## config.mk

```make
export PLATFORM = sky130hd
export DESIGN_NAME = swing_emph_encoder
export DESIGN_NICKNAME = d
export VERILOG_FILES = /design/src/rtl/swing_enc_pkg.sv /design/src/rtl/swing_req_check.sv /design/src/rtl/swing_code_map.sv /design/src/rtl/swing_wr_pack.sv /design/src/rtl/swing_emph_encoder.sv
export SDC_FILE = /design/constraint.sdc
export NUM_CORES = 1
export LEC_CHECK = 0
export BUFFER_PORTS_ARGS = -buffer_cell sky130_fd_sc_hd__buf_4
export CAP_MARGIN = 10
export CORE_ASPECT_RATIO = 1.25
export CORE_MARGIN = 1
export CORE_UTILIZATION = 24
export DETAILED_ROUTE_END_ITERATION = 8
export SLEW_MARGIN = 20
export SYNTH_ARGS = -nofsm -noshare
export SYNTH_HDL_FRONTEND = slang
export SYNTH_SLANG_ARGS = --single-unit
```

## constraint.sdc

```tcl
create_clock -name clk -period 7.16 [get_ports clk]
set_clock_uncertainty 0.1 [all_clocks]
set_input_delay 0.716 -clock clk [delete_from_list [all_inputs] [get_ports clk]]
set_output_delay 0.716 -clock clk [all_outputs]
set_load 0.005 [all_outputs]
```

## src/rtl/swing_enc_pkg.sv

```systemverilog
package swing_enc_pkg;

    typedef enum logic [1:0] {
        SEL_EMPH  = 2'd0,
        SEL_AMP   = 2'd1,
        SEL_SCALE = 2'd2
    } wr_sel_e;

    localparam logic [1:0] RATE_LOW  = 2'd1;
    localparam logic [1:0] RATE_HIGH = 2'd2;

    typedef struct packed {
        logic [2:0] amp;
        logic [3:0] emph;
        logic [1:0] scale;
    } lvl_code_t;

    function automatic lvl_code_t level_code(input logic [1:0] sw, input logic [1:0] pe);
        lvl_code_t c;
        c.scale = 2'd1;
        unique case ({sw, pe})
            4'b00_00: begin c.amp = 3'd1; c.emph = 4'h0; end
            4'b00_01: begin c.amp = 3'd2; c.emph = 4'h4; end
            4'b00_10: begin c.amp = 3'd3; c.emph = 4'h8; end
            4'b00_11: begin c.amp = 3'd4; c.emph = 4'hD; end
            4'b01_00: begin c.amp = 3'd3; c.emph = 4'h0; end
            4'b01_01: begin c.amp = 3'd5; c.emph = 4'h7; end
            4'b01_10: begin c.amp = 3'd6; c.emph = 4'h6; end
            4'b10_00: begin c.amp = 3'd5; c.emph = 4'h0; end
            4'b10_01: begin c.amp = 3'd7; c.emph = 4'h4; end
            4'b11_00: begin c.amp = 3'd7; c.emph = 4'h0; end
            default:  begin c.amp = 3'd0; c.emph = 4'h0; c.scale = 2'd0; end
        endcase
        return c;
    endfunction

endpackage

```

## src/rtl/swing_req_check.sv

```systemverilog
module swing_req_check #(
    parameter int NUM_LANES = 4,
    parameter int LVL_W     = 2,
    parameter int CNT_W     = 3
) (
    input  logic [CNT_W-1:0]           lanes,
    input  logic [1:0]                 rate,
    input  logic                       set_rate,
    input  logic                       set_volt,
    input  logic [NUM_LANES*LVL_W-1:0] swing,
    input  logic [NUM_LANES*LVL_W-1:0] pre,
    output logic                       ok
);
    import swing_enc_pkg::*;

    localparam int SUM_W = LVL_W + 1;
    localparam logic [SUM_W-1:0] BUDGET = SUM_W'(3);

    logic [NUM_LANES-1:0] lane_bad;
    logic                 lanes_ok;
    logic                 rate_ok;
    logic                 volt_ok;

    for (genvar g = 0; g < NUM_LANES; g++) begin : g_lane
        logic [SUM_W-1:0] sum;
        assign sum         = {1'b0, swing[g*LVL_W +: LVL_W]} + {1'b0, pre[g*LVL_W +: LVL_W]};
        assign lane_bad[g] = (CNT_W'(g) < lanes) && (sum > BUDGET);
    end

    always_comb begin
        lanes_ok = (lanes != '0) && (lanes <= CNT_W'(NUM_LANES))
                   && ((lanes & (lanes - CNT_W'(1))) == '0);
        rate_ok  = !set_rate || (rate == RATE_LOW) || (rate == RATE_HIGH);
        volt_ok  = !set_volt || (lane_bad == '0);
        ok       = lanes_ok && rate_ok && volt_ok;
    end

endmodule

```

## src/rtl/swing_code_map.sv

```systemverilog
module swing_code_map #(
    parameter int NUM_LANES = 4,
    parameter int LVL_W     = 2,
    parameter int IDX_W     = 2
) (
    input  logic [IDX_W-1:0]           lane_idx,
    input  logic [NUM_LANES*LVL_W-1:0] swing,
    input  logic [NUM_LANES*LVL_W-1:0] pre,
    output swing_enc_pkg::lvl_code_t   code
);
    import swing_enc_pkg::*;

    logic [LVL_W-1:0] sw_sel;
    logic [LVL_W-1:0] pe_sel;

    always_comb begin
        sw_sel = swing[lane_idx*LVL_W +: LVL_W];
        pe_sel = pre[lane_idx*LVL_W +: LVL_W];
        code   = level_code(sw_sel, pe_sel);
    end

endmodule

```

## src/rtl/swing_wr_pack.sv

```systemverilog
module swing_wr_pack #(
    parameter int REG_W = 16,
    parameter int IDX_W = 2
) (
    input  logic [IDX_W-1:0]                lane_idx,
    input  swing_enc_pkg::wr_sel_e          sel,
    input  swing_enc_pkg::lvl_code_t        code,
    output logic [REG_W-1:0]                mask,
    output logic [REG_W-1:0]                data
);
    import swing_enc_pkg::*;

    localparam int EMPH_STRIDE  = 4;
    localparam int AMP_STRIDE   = 4;
    localparam int SCALE_STRIDE = 2;

    int unsigned sh;

    always_comb begin
        sh   = 0;
        mask = '0;
        data = '0;
        unique case (sel)
            SEL_EMPH: begin
                sh   = int'(lane_idx) * EMPH_STRIDE;
                mask = REG_W'(4'hF) << sh;
                data = REG_W'(code.emph) << sh;
            end
            SEL_AMP: begin
                sh   = int'(lane_idx) * AMP_STRIDE;
                mask = REG_W'(3'h7) << sh;
                data = REG_W'(code.amp) << sh;
            end
            SEL_SCALE: begin
                sh   = int'(lane_idx) * SCALE_STRIDE;
                mask = REG_W'(2'h3) << sh;
                data = REG_W'(code.scale) << sh;
            end
            default: begin
                sh   = 0;
                mask = '0;
                data = '0;
            end
        endcase
    end

endmodule

```

## src/rtl/swing_emph_encoder.sv

```systemverilog
module swing_emph_encoder #(
    parameter int NUM_LANES = 4,
    parameter int LVL_W     = 2,
    parameter int REG_W     = 16
) (
    input  logic                            clk,
    input  logic                            rst_n,
    input  logic                            req_valid,
    input  logic [$clog2(NUM_LANES):0]      req_lanes,
    input  logic [1:0]                      req_rate,
    input  logic                            req_set_rate,
    input  logic                            req_set_volt,
    input  logic [NUM_LANES*LVL_W-1:0]      req_swing,
    input  logic [NUM_LANES*LVL_W-1:0]      req_pre,
    output logic                            busy,
    output logic                            err,
    output logic                            done,
    output logic                            wr_valid,
    output logic [1:0]                      wr_sel,
    output logic [REG_W-1:0]                wr_mask,
    output logic [REG_W-1:0]                wr_data
);
    import swing_enc_pkg::*;

    localparam int IDX_W = $clog2(NUM_LANES);
    localparam int CNT_W = IDX_W + 1;
    localparam int LVL_BITS = NUM_LANES * LVL_W;

    typedef enum logic [2:0] {
        ST_IDLE  = 3'd0,
        ST_CHECK = 3'd1,
        ST_EMIT  = 3'd2,
        ST_FAIL  = 3'd3,
        ST_FIN   = 3'd4
    } state_e;

    state_e               state_q, state_d;
    logic [IDX_W-1:0]     lane_q, lane_d;
    wr_sel_e              step_q, step_d;
    logic [CNT_W-1:0]     lanes_q;
    logic [1:0]           rate_q;
    logic                 set_rate_q;
    logic                 set_volt_q;
    logic [LVL_BITS-1:0]  swing_q;
    logic [LVL_BITS-1:0]  pre_q;

    logic                 req_ok;
    lvl_code_t            lane_code;
    logic [REG_W-1:0]     pack_mask;
    logic [REG_W-1:0]     pack_data;
    logic                 last_lane;

    swing_req_check #(
        .NUM_LANES(NUM_LANES),
        .LVL_W    (LVL_W),
        .CNT_W    (CNT_W)
    ) u_check (
        .lanes   (lanes_q),
        .rate    (rate_q),
        .set_rate(set_rate_q),
        .set_volt(set_volt_q),
        .swing   (swing_q),
        .pre     (pre_q),
        .ok      (req_ok)
    );

    swing_code_map #(
        .NUM_LANES(NUM_LANES),
        .LVL_W    (LVL_W),
        .IDX_W    (IDX_W)
    ) u_map (
        .lane_idx(lane_q),
        .swing   (swing_q),
        .pre     (pre_q),
        .code    (lane_code)
    );

    swing_wr_pack #(
        .REG_W(REG_W),
        .IDX_W(IDX_W)
    ) u_pack (
        .lane_idx(lane_q),
        .sel     (step_q),
        .code    (lane_code),
        .mask    (pack_mask),
        .data    (pack_data)
    );

    assign last_lane = ({1'b0, lane_q} == (lanes_q - CNT_W'(1)));

    // State register and request capture
    always_ff @(posedge clk or negedge rst_n) begin
        if (!rst_n) begin
            state_q    <= ST_IDLE;
            lane_q     <= '0;
            step_q     <= SEL_EMPH;
            lanes_q    <= '0;
            rate_q     <= '0;
            set_rate_q <= 1'b0;
            set_volt_q <= 1'b0;
            swing_q    <= '0;
            pre_q      <= '0;
        end else begin
            state_q <= state_d;
            lane_q  <= lane_d;
            step_q  <= step_d;
            if (state_q == ST_IDLE && req_valid) begin
                lanes_q    <= req_lanes;
                rate_q     <= req_rate;
                set_rate_q <= req_set_rate;
                set_volt_q <= req_set_volt;
                swing_q    <= req_swing;
                pre_q      <= req_pre;
            end
        end
    end

    // Next-state logic
    always_comb begin
        state_d = state_q;
        lane_d  = lane_q;
        step_d  = step_q;
        unique case (state_q)
            ST_IDLE: begin
                if (req_valid) state_d = ST_CHECK;
            end
            ST_CHECK: begin
                lane_d = '0;
                step_d = SEL_EMPH;
                if (!req_ok)         state_d = ST_FAIL;
                else if (set_volt_q) state_d = ST_EMIT;
                else                 state_d = ST_FIN;
            end
            ST_EMIT: begin
                if (step_q == SEL_SCALE) begin
                    step_d = SEL_EMPH;
                    if (last_lane) state_d = ST_FIN;
                    else           lane_d  = lane_q + IDX_W'(1);
                end else begin
                    step_d = wr_sel_e'(step_q + 2'd1);
                end
            end
            ST_FAIL: state_d = ST_IDLE;
            ST_FIN:  state_d = ST_IDLE;
            default: state_d = ST_IDLE;
        endcase
    end

    // Outputs
    always_comb begin
        busy     = (state_q != ST_IDLE);
        err      = (state_q == ST_FAIL);
        done     = (state_q == ST_FIN);
        wr_valid = (state_q == ST_EMIT);
        wr_sel   = wr_valid ? step_q : 2'd0;
        wr_mask  = wr_valid ? pack_mask : '0;
        wr_data  = wr_valid ? pack_data : '0;
    end

    // Reject pulse lasts one cycle and returns to idle
    p_err_single_r4: assert property (@(posedge clk) disable iff (!rst_n)
        err |=> (!err && !busy));

    // A reject never follows a write
    p_err_no_write_r4: assert property (@(posedge clk) disable iff (!rst_n)
        err |-> !$past(wr_valid));

    // Data stays inside a non-empty mask
    p_data_in_mask_r6: assert property (@(posedge clk) disable iff (!rst_n)
        wr_valid |-> ((wr_data & ~wr_mask) == '0 && wr_mask != '0));

    // Scale write carries code 1 in its lane field
    p_scale_one_r8: assert property (@(posedge clk) disable iff (!rst_n)
        (wr_valid && wr_sel == SEL_SCALE) |-> (((wr_data >> (int'(lane_q) * 2)) & REG_W'(3)) == REG_W'(1)));

    // Completion pulse lasts one cycle
    p_done_single_r10: assert property (@(posedge clk) disable iff (!rst_n)
        done |=> (!done && !busy));

    // A request offered while busy leaves the captured request untouched
    p_busy_ignore_r11: assert property (@(posedge clk) disable iff (!rst_n)
        (busy && req_valid) |=> ($stable(lanes_q) && $stable(swing_q) && $stable(pre_q)));

endmodule

```

==> impl_metrics.ini, run 1 <==
[power]
pwr-share-comb_pct = 52.4
p_total_uw = 1270
vdd_drop_max_v = 0.000162
pwr-share-seq_pct = 29.2
power.share.switching_pct = 42.3
cellPowerDensity_nw_per_um2 = 427
switching_power_uw = 537
p_clk_share_pct = 18.4
p_int_uw = 731
p_leak_uw = 0.00131

[setup_path]
cp_max_fo = 16
crit_required_ps = 6340
r2r-start = lanes_q[0]$_DFFE_PN0P_
setup.worst_path.start_class = flop
r2r_cells = 8
r2r_end = state_q[0]$_DFFE_PN0P_
worstPathCellList = mux4_2 > a221o_1 > a21o_1 > or3_4 > o22ai_2 > buf_4
endpoint_kind = output pin
slowest_stage = dfrtp_1
worst-r2r-setup-slack_ps = 4670
slowest_delay_ps = 730
crit_arrival_ps = 2950
timing_worst_setup_path_type = flop to output pin

[worst_hold_path]
hold_class = primary input to async pin

[sta]
min_period_ps = 3770
timing.fmax_ghz = 0.265
setup_viol = 0
final.setup.tns_ps = 0
hold_viol_final = 0
drv_slew = 0
worst_slew_pin_slew_ps = 833
setup_slack_ps = 3390
rsz0062_at_grt = no
slew_headroom_pct = 43.7
timing.final.crit_share_pct = 52.7

[cts]
cts_setup_buffers = 0
h-tree-depth = 2
cts_resized = 0
clk_pin_slew_ps = 50
root_buffer = clkbuf_16
cts_tree = built
cts_buffer_depth = 2
cts_hold_buf = 0
cts_buffers = 5
insertion_delay_ps = 270
cts_sinks = 30

[drt]
drtIter0Drc = 87
wl_per_cell_um = 14.1
drc = 0
first_pass_iters = 4
vias = 2035
postRouteAntennaNets = 0
wirelength_um = 5990
via_per_inst = 4.79

[global_routing]
grt_use_total_pct = 12.3
grt_pass1_vias = 1835
grt_antenna_before_repair = 0
grt_max_degree = 31
grt_pass1_wl_um = 9470
grt_overflow = 0

[synth]
netlist_area_sq_um = 2290
synth_xor_area_share_pct = 1.91
synth_commonest_cells = dfrtp_1 (30), nor2_1 (25), mux2_2 (24)
ys_types = 53
synth.largest_area_cell = dfrtp_1
synthAdderAreaFrac_pct = 6.98
synth_simple_gate_area_share_pct = 19.7
synth.area.top_cells = dfrtp_1 (33%), mux2_2 (12%), ha_1 (6.5%), nor2_1 (4.1%), mux4_2 (3.9%)
ys_warn_count = 0
synth_top_family_by_area = simple AND/OR/NAND/NOR gates
synth-compound-area-share_pct = 15.2
avgSynthCellArea_sq_um = 9.10
postSynthCellCount = 252
synth_ff_type = dfrtp_1
ys_ff_latch = 30
yosysMostFrequentCell = dfrtp_1
async_reset_ff_share_pct = 100
synth_edf_count = 0
syn_nets = 290
synth.mux.area_fraction_pct = 16.1
yosysTopAreaCellShare_pct = 32.7
synth.yosys.seq_area_share_pct = 32.7

[layout]
drive_above_1_share_pct = 34.8
utilization_pct = 32.2
antenna_cells = 0
layout.nets = 339
fillers = 969
syn_to_final_growth_pct = 29.6

[floorplanning]
die_area_sq_um = 9950
ios = 64
fp.dieH_um = 111
die_w_um = 89.4
start_util_pct = 24.9
num_rows = 39
core_area_sq_um = 9220

[status]
status = finished, final reports clean

[placed_design]
gp_congestion = 0.802
place_ws_ps = 3670
port_buffers = 63
dp_hpwl_um = 4600

[flow_run]
maxCapViolCount = 0
-- per-stage QoR --
step	instances	hold WS, ps	cell area [sq um]
after floorplan	252	320	2290
after global placement	417	389	2800
after detailed placement	417	395	2810
after CTS	425	277	2970
after global routing	425	289	2970
final	425	259	2970
-- cells in the final DEF (no fill, tap or decap), types with 2 or more instances in the layout --
master     instances
buf_4             63
dfrtp_1           30
nor2_1            24
mux2_2            24
nand2_1           21
a21oi_1           14
inv_1             12
ha_1              12
o21ai_0           10
nor3_1             8
a31oi_1            7
nor2b_1            6
and3_1             5
clkbuf_16          5
or3_1              4
mux4_2             4
nand4_1            4
nand2b_1           3
xor2_1             3
a211oi_1           3
nand3_1            3
a2111oi_0          2
xnor2_1            2
and2_1             2
a22o_1             2
clkinv_2           2
-- worst max-delay path, delay by kind of cell, from the launching register on --
kind                   cells  cell delay, ps
AO/OA/AOI/OAI              3             750
buffers and inverters      1             130
flip-flops                 1             730
multiplexers               1             730
AND/OR/NAND/NOR            1             330
-- cell type report --
cell class	count	area [sq um]	area share (%)
multi-input combinational	189	1380	46.6
sequential	30	751	25.3
timing repair buffer	63	473	15.9
tap	123	154	5.18
clock buffer	5	125	4.21
inverter	12	45.0	1.52
clock inverter	3	40.0	1.35
-- worst max-delay path by stage --
stage	start	end	slack [ps]	cells past startpoint
after floorplan	lane_q[0]$_DFFE_PN0P_	wr_data[2]	4220	7
after global placement	lane_q[0]$_DFFE_PN0P_	wr_data[2]	3720	6
after detailed placement	lane_q[0]$_DFFE_PN0P_	wr_data[2]	3670	6
after CTS	lane_q[0]$_DFFE_PN0P_	wr_data[2]	3370	6
after global routing	lane_q[0]$_DFFE_PN0P_	wr_data[2]	3260	6
final	lane_q[0]$_DFFE_PN0P_	wr_data[2]	3390	6
-- layer usage --
metal / vias to the layer above / global-route usage (%) / wire (um)
met4: 0 / 3.49 / 69
met1: 966 / 17.1 / 2830
li1: 1002 / - / -
met5: - / 0 / 0
met2: 61 / 19.3 / 2820
met3: 6 / 2.23 / 261
-- sequential cells by signal, indices dropped and copies added (netlist names) --
signal      flops
step_q          2
set_volt_q      1
state_q         3
lanes_q         3
lane_q          2
swing_q         8
set_rate_q      1
rate_q          2
pre_q           8
-- cell families after synthesis --
group,after synthesis
simple gates,90
compound gates,52
buf+inv,33
flops,30
mux,29
fa+ha+maj,13
xor+xnor,5
-- power groups by stage --
stage / sequential (uW) / clock [uW] / combinational, uW
floorplan: 306 / 0 / 550
global placement: 372 / 0 / 649
detailed placement: 375 / 0 / 665
CTS: 372 / 239 / 669
global route: 389 / 245 / 743
finish: 370 / 233 / 665
No activity file was read; power rests on OpenSTA's default activity.
==> run 2: changes to the inputs <==
==> constraint.sdc (replaced) <==
create_clock -name clk -period 3.3 [get_ports clk]
set_clock_uncertainty 0.1 [all_clocks]
set_input_delay 0.33 -clock clk [delete_from_list [all_inputs] [get_ports clk]]
set_output_delay 0.33 -clock clk [all_outputs]
set_load 0.005 [all_outputs]
==> impl_metrics.ini, run 2 (synthesis gave the netlist of run 1 again) <==
[setup_path]
worstSetupStartpoint = lane_q[0]$_DFFE_PN0P_
r2r-start = lanes_q[0]$_DFFE_PN0P_
crit_required_ps = 2870
crit_arrival_ps = 2660
crit_family = compound AO/OA/AOI/OAI gates
cp_num_buf_inv = 1
setup.worst_path.start_class = flop
endpoint_kind = output pin
worstPathCellList = mux4_2 > a221o_1 > a21o_1 > or3_4 > o22ai_2 > buf_4
slowest_stage = mux4_2
slowest_delay_ps = 680
cp_max_fo = 12
timing_worst_setup_path_type = flop to output pin

[sta]
timing.fmax_ghz = 0.324
rsz0062_at_grt = no
timing.final.crit_share_pct = 93.6
setup_slack_ps = 210
slew_headroom_pct = 46.3
worst_slew_pin_slew_ps = 785
holdWs_ps = 173
min_period_ps = 3090
drv_slew = 0
hold_viol_final = 0
setup_viol = 0
final.setup.tns_ps = 0

[layout]
drive_above_1_share_pct = 35.4
layout_common_cells = buf_4 (68), dfrtp_1 (30), nor2_1 (24), mux2_2 (24), nand2_1 (21)
syn_to_final_growth_pct = 30.7
reg_top3 = pre_q x8, swing_q x8
layout.nets = 345
layout_commonest_cell = buf_4
fillers = 940
antenna_cells = 0
design_area_sq_um = 3000

[status]
status = finished, final reports clean

[placed_design]
place_ws_ps = 498
dpl_cell_area_sq_um = 2840
gp_congestion = 0.827
dp_hpwl_um = 4650
port_buffers = 63

[power]
vdd_drop_max_v = 0.000439
cellPowerDensity_nw_per_um2 = 910
p_leak_uw = 0.00133
p_total_uw = 2730

[drt]
drc = 0
first_pass_iters = 4
wirelength_um = 6140
via_per_inst = 4.80
wl_per_cell_um = 14.3
drtIter0Drc = 100
postRouteAntennaNets = 0
vias = 2068

[cts]
cts_resized = 0
insertion_delay_ps = 270
cts_buffer_depth = 2
cts_sinks = 30
clk_pin_slew_ps = 50
cts_tree = built
root_buffer = clkbuf_16
cts_buffers = 5
h-tree-depth = 2

[floorplanning]
die_area_sq_um = 9950
num_rows = 39
start_util_pct = 24.9
core_area_sq_um = 9220
fp.dieH_um = 111
die_w_um = 89.4
ios = 64

[flow_run]
maxCapViolCount = 0

[worst_hold_path]
hp-start = req_lanes[0]
hold_class = primary input to flop

[global_routing]
grt_max_degree = 31
grt_pass1_wl_um = 9760
grt_pass1_vias = 1900
grt_use_total_pct = 12.8
grt_overflow = 0
grt_antenna_before_repair = 0
## run 2: cell count changes in the layout (fill, tap and decap cells not counted), sizes merged
cell         before  now
buf              63   68
bufinv            1    0
clkbuf            5    7
clkinv            2    1
dlygate4sd3       0    1
## run 2: area by class of cell
cell class                 instances  area (sq um)  area share (%)
multi-input combinational        189          1380            46.0
sequential                        30           751            25.1
timing repair buffer              69           520            17.4
tap                              123           154            5.14
clock buffer                       7           143            4.76
inverter                          12          45.0            1.50
clock inverter                     1          5.00           0.167
## run 2: final timing paths
path	to	slack (ps)	cells after the start
setup / recovery	wr_data[2]	210	6
hold / removal	lanes_q[0]$_DFFE_PN0P_	170	3
setup reg to reg	state_q[0]$_DFFE_PN0P_	850	8
hold reg to reg	set_volt_q$_DFFE_PN0P_	400	1
max in group asynchronous	lanes_q[1]$_DFFE_PN0P_	2380	2
min in group asynchronous	pre_q[3]$_DFFE_PN0P_	430	2
## run 2: worst reg2reg max path: cells and delay by family, from the launching register on
kind,cells,cell delay [ps]
AO/OA/AOI/OAI,2,950
AND/OR/NAND/NOR,2,380
buffers and inverters,2,170
flip-flops,1,420
adder cells (fa/ha/maj),2,340
## run 2: per-layer routing
metal	up-vias	global-route usage, %	share of wire [%]
met5	-	0	0
met4	0	3.92	0.49
met3	2	2.46	4.8
met2	65	20.3	48
met1	979	17.3	47
li1	1022	-	-
## run 2: where the power goes
part / internal, uW / switching, uW / leakage [uW]
clock network: 298 / 148 / 0.0000739
logic: 717 / 762 / 0.000890
registers: 544 / 260 / 0.000364
## run 2: per-stage QoR
| stage | utilization (%) | cells |
|---|---|---|
| after global placement | 30.8 | 422 |
| after CTS | 32.5 | 431 |
| final | 32.5 | 431 |
| after floorplan | - | 252 |
| after global routing | 32.5 | 431 |
| after detailed placement | 30.8 | 422 |
## run 2: what timing repair did
item / CTS / global route
hold buffers: 1 / 0
setup buffers: 0 / 0
setup endpoints to repair: 0 / 0
endpoints found under the hold margin: 30 / 0
==> run 3: changes to the inputs <==
--- a/config.mk
+++ b/config.mk
@@ -11,6 +11,7 @@
 export CORE_MARGIN = 1
 export CORE_UTILIZATION = 24
 export DETAILED_ROUTE_END_ITERATION = 8
+export RECOVER_POWER = 100
 export SLEW_MARGIN = 20
 export SYNTH_ARGS = -nofsm -noshare
 export SYNTH_HDL_FRONTEND = slang
==> impl_metrics.ini, run 3 (synthesis gave the netlist of run 1 again) <==
[status]
status = finished with violations
violations = max-capacitance violations, max-slew violations

[worst_hold_path]
hp-start = req_lanes[0]
hold_class = primary input to flop

[layout]
antenna_cells = 0
layout.nets = 345
syn_to_final_growth_pct = 29.4
layout_commonest_cell = buf_4
reg_top3 = pre_q x8, swing_q x8
drive_above_1_share_pct = 32.8
layout_common_cells = buf_4 (34), dfrtp_1 (30), clkbuf_4 (26), nor2_1 (24), mux2_2 (24)
utilization_pct = 32.2

[floorplanning]
start_util_pct = 24.9
num_rows = 39
die_w_um = 89.4
core_area_sq_um = 9220
ios = 64
fp.dieH_um = 111
die_area_sq_um = 9950

[placed_design]
port_buffers = 63
gp_congestion = 0.827
place_ws_ps = 498
dp_hpwl_um = 4650

[cts]
h-tree-depth = 2
insertion_delay_ps = 270
cts_tree = built
root_buffer = clkbuf_16
cts_resized = 0
cts_buffers = 5
cts_buffer_depth = 2
clk_pin_slew_ps = 50
cts_hold_buf = 1
cts_sinks = 30
cts_setup_buffers = 0

[power]
pwr-share-comb_pct = 53.8
pwr-share-seq_pct = 29.7
p_total_uw = 2710
p_leak_uw = 0.00128
p_int_uw = 1540
p_clk_share_pct = 16.4
switching_power_uw = 1170
vdd_drop_max_v = 0.000440
power.share.switching_pct = 43.1
cellPowerDensity_nw_per_um2 = 913

[sta]
timing.final.crit_share_pct = 94.2
drv_slew = 31
setup_viol = 0
hold_viol_final = 0
slew_headroom_pct = -10.1
final.setup.tns_ps = 0
min_period_ps = 3110
worst_slew_pin_slew_ps = 1650
timing.fmax_ghz = 0.322
rsz0062_at_grt = no
setup_slack_ps = 193

[global_routing]
grt_use_total_pct = 12.8
grt_pass1_vias = 1900
grt_antenna_before_repair = 0
grt_pass1_wl_um = 9760
grt_max_degree = 31
grt_overflow = 0

[setup_path]
cp_max_fo = 12
timing_worst_setup_path_type = flop to output pin
crit_arrival_ps = 2680
r2r_cells = 4
r2r_end = swing_q[4]$_DFFE_PN0P_
worstSetupStartpoint = lane_q[0]$_DFFE_PN0P_
worst-r2r-setup-slack_ps = 550
critPathCapture = wr_data[2]
crit_required_ps = 2870
r2r-start = state_q[1]$_DFFE_PN0P_
setup.worst_path.start_class = flop
endpoint_kind = output pin

[drt]
drc = 0
vias = 2097
first_pass_iters = 4
wirelength_um = 6100
via_per_inst = 4.87
postRouteAntennaNets = 0
wl_per_cell_um = 14.2
drtIter0Drc = 83

[flow_run]
maxCapViolCount = 1
## run 3: cell types whose count changed in the layout (fill, tap and decap cells not counted)
cell	previous run	this run
buf_4	68	34
o21ai_0	10	11
and2_1	2	0
clkbuf_1	1	9
and2_0	0	2
o21ai_1	1	0
clkbuf_4	0	26
## run 3: how the worst min path moves through the flow
stage          slack (ps)  cells past startpoint                endpoint
3_5_place_dp          190                      1  swing_q[1]$_DFFE_PN0P_
5_1_grt               190                      2  set_rate_q$_DFFE_PN0P_
6_report              170                      3  lanes_q[0]$_DFFE_PN0P_
3_3_place_gp          180                      1  swing_q[1]$_DFFE_PN0P_
4_1_cts               170                      3  lanes_q[0]$_DFFE_PN0P_
2_1_floorplan         -70                      0   lane_q[0]$_DFFE_PN0P_
## run 3: critical path, cell delays in order (launching register included)
cell and delay (ps):
dfrtp_1 490, mux4_2 680, a221o_1 430, a21o_1 180, or3_4 330, o22ai_2 140, clkbuf_4 150
## run 3: layout make-up
| class | count | area [sq um] |
|---|---|---|
| repair buffers | 69 | 490 |
| inverters | 12 | 45.0 |
| clock inverters | 1 | 5.00 |
| fillers | 950 | 6260 |
| clock buffers | 7 | 143 |
| multi-input cells | 189 | 1380 |
| flip-flops and latches | 30 | 751 |
| well taps | 123 | 154 |
## run 3: metal layers
layer | global-route usage (%) | part of all wire, % | wire length (um) | up-vias
met5 | 0 | 0 | 0 | -
met4 | 3.92 | 0.67 | 41 | 0
met3 | 2.46 | 5.7 | 345 | 4
met2 | 20.3 | 48 | 2900 | 77
met1 | 17.3 | 46 | 2810 | 996
li1 | - | - | - | 1020
## run 3: power groups by stage
stage          Sequential [uW]  Clock, uW  Combinational (uW)
4_1_cts                    806        460                1490
2_1_floorplan              665          0                1190
3_5_place_dp               810          0                1480
6_report                   805        445                1460
3_3_place_gp               797          0                1460
5_1_grt                    846        480                1630
## run 3: per-stage QoR
| stage | instances | hold slack (ps) | instance area, sq um |
|---|---|---|---|
| global route | 431 | 187 | 2970 |
| global placement | 422 | 183 | 2840 |
| CTS | 431 | 167 | 3000 |
| detailed placement | 422 | 188 | 2840 |
| finish | 431 | 173 | 2970 |
| floorplan | 252 | -65.6 | 2290 |
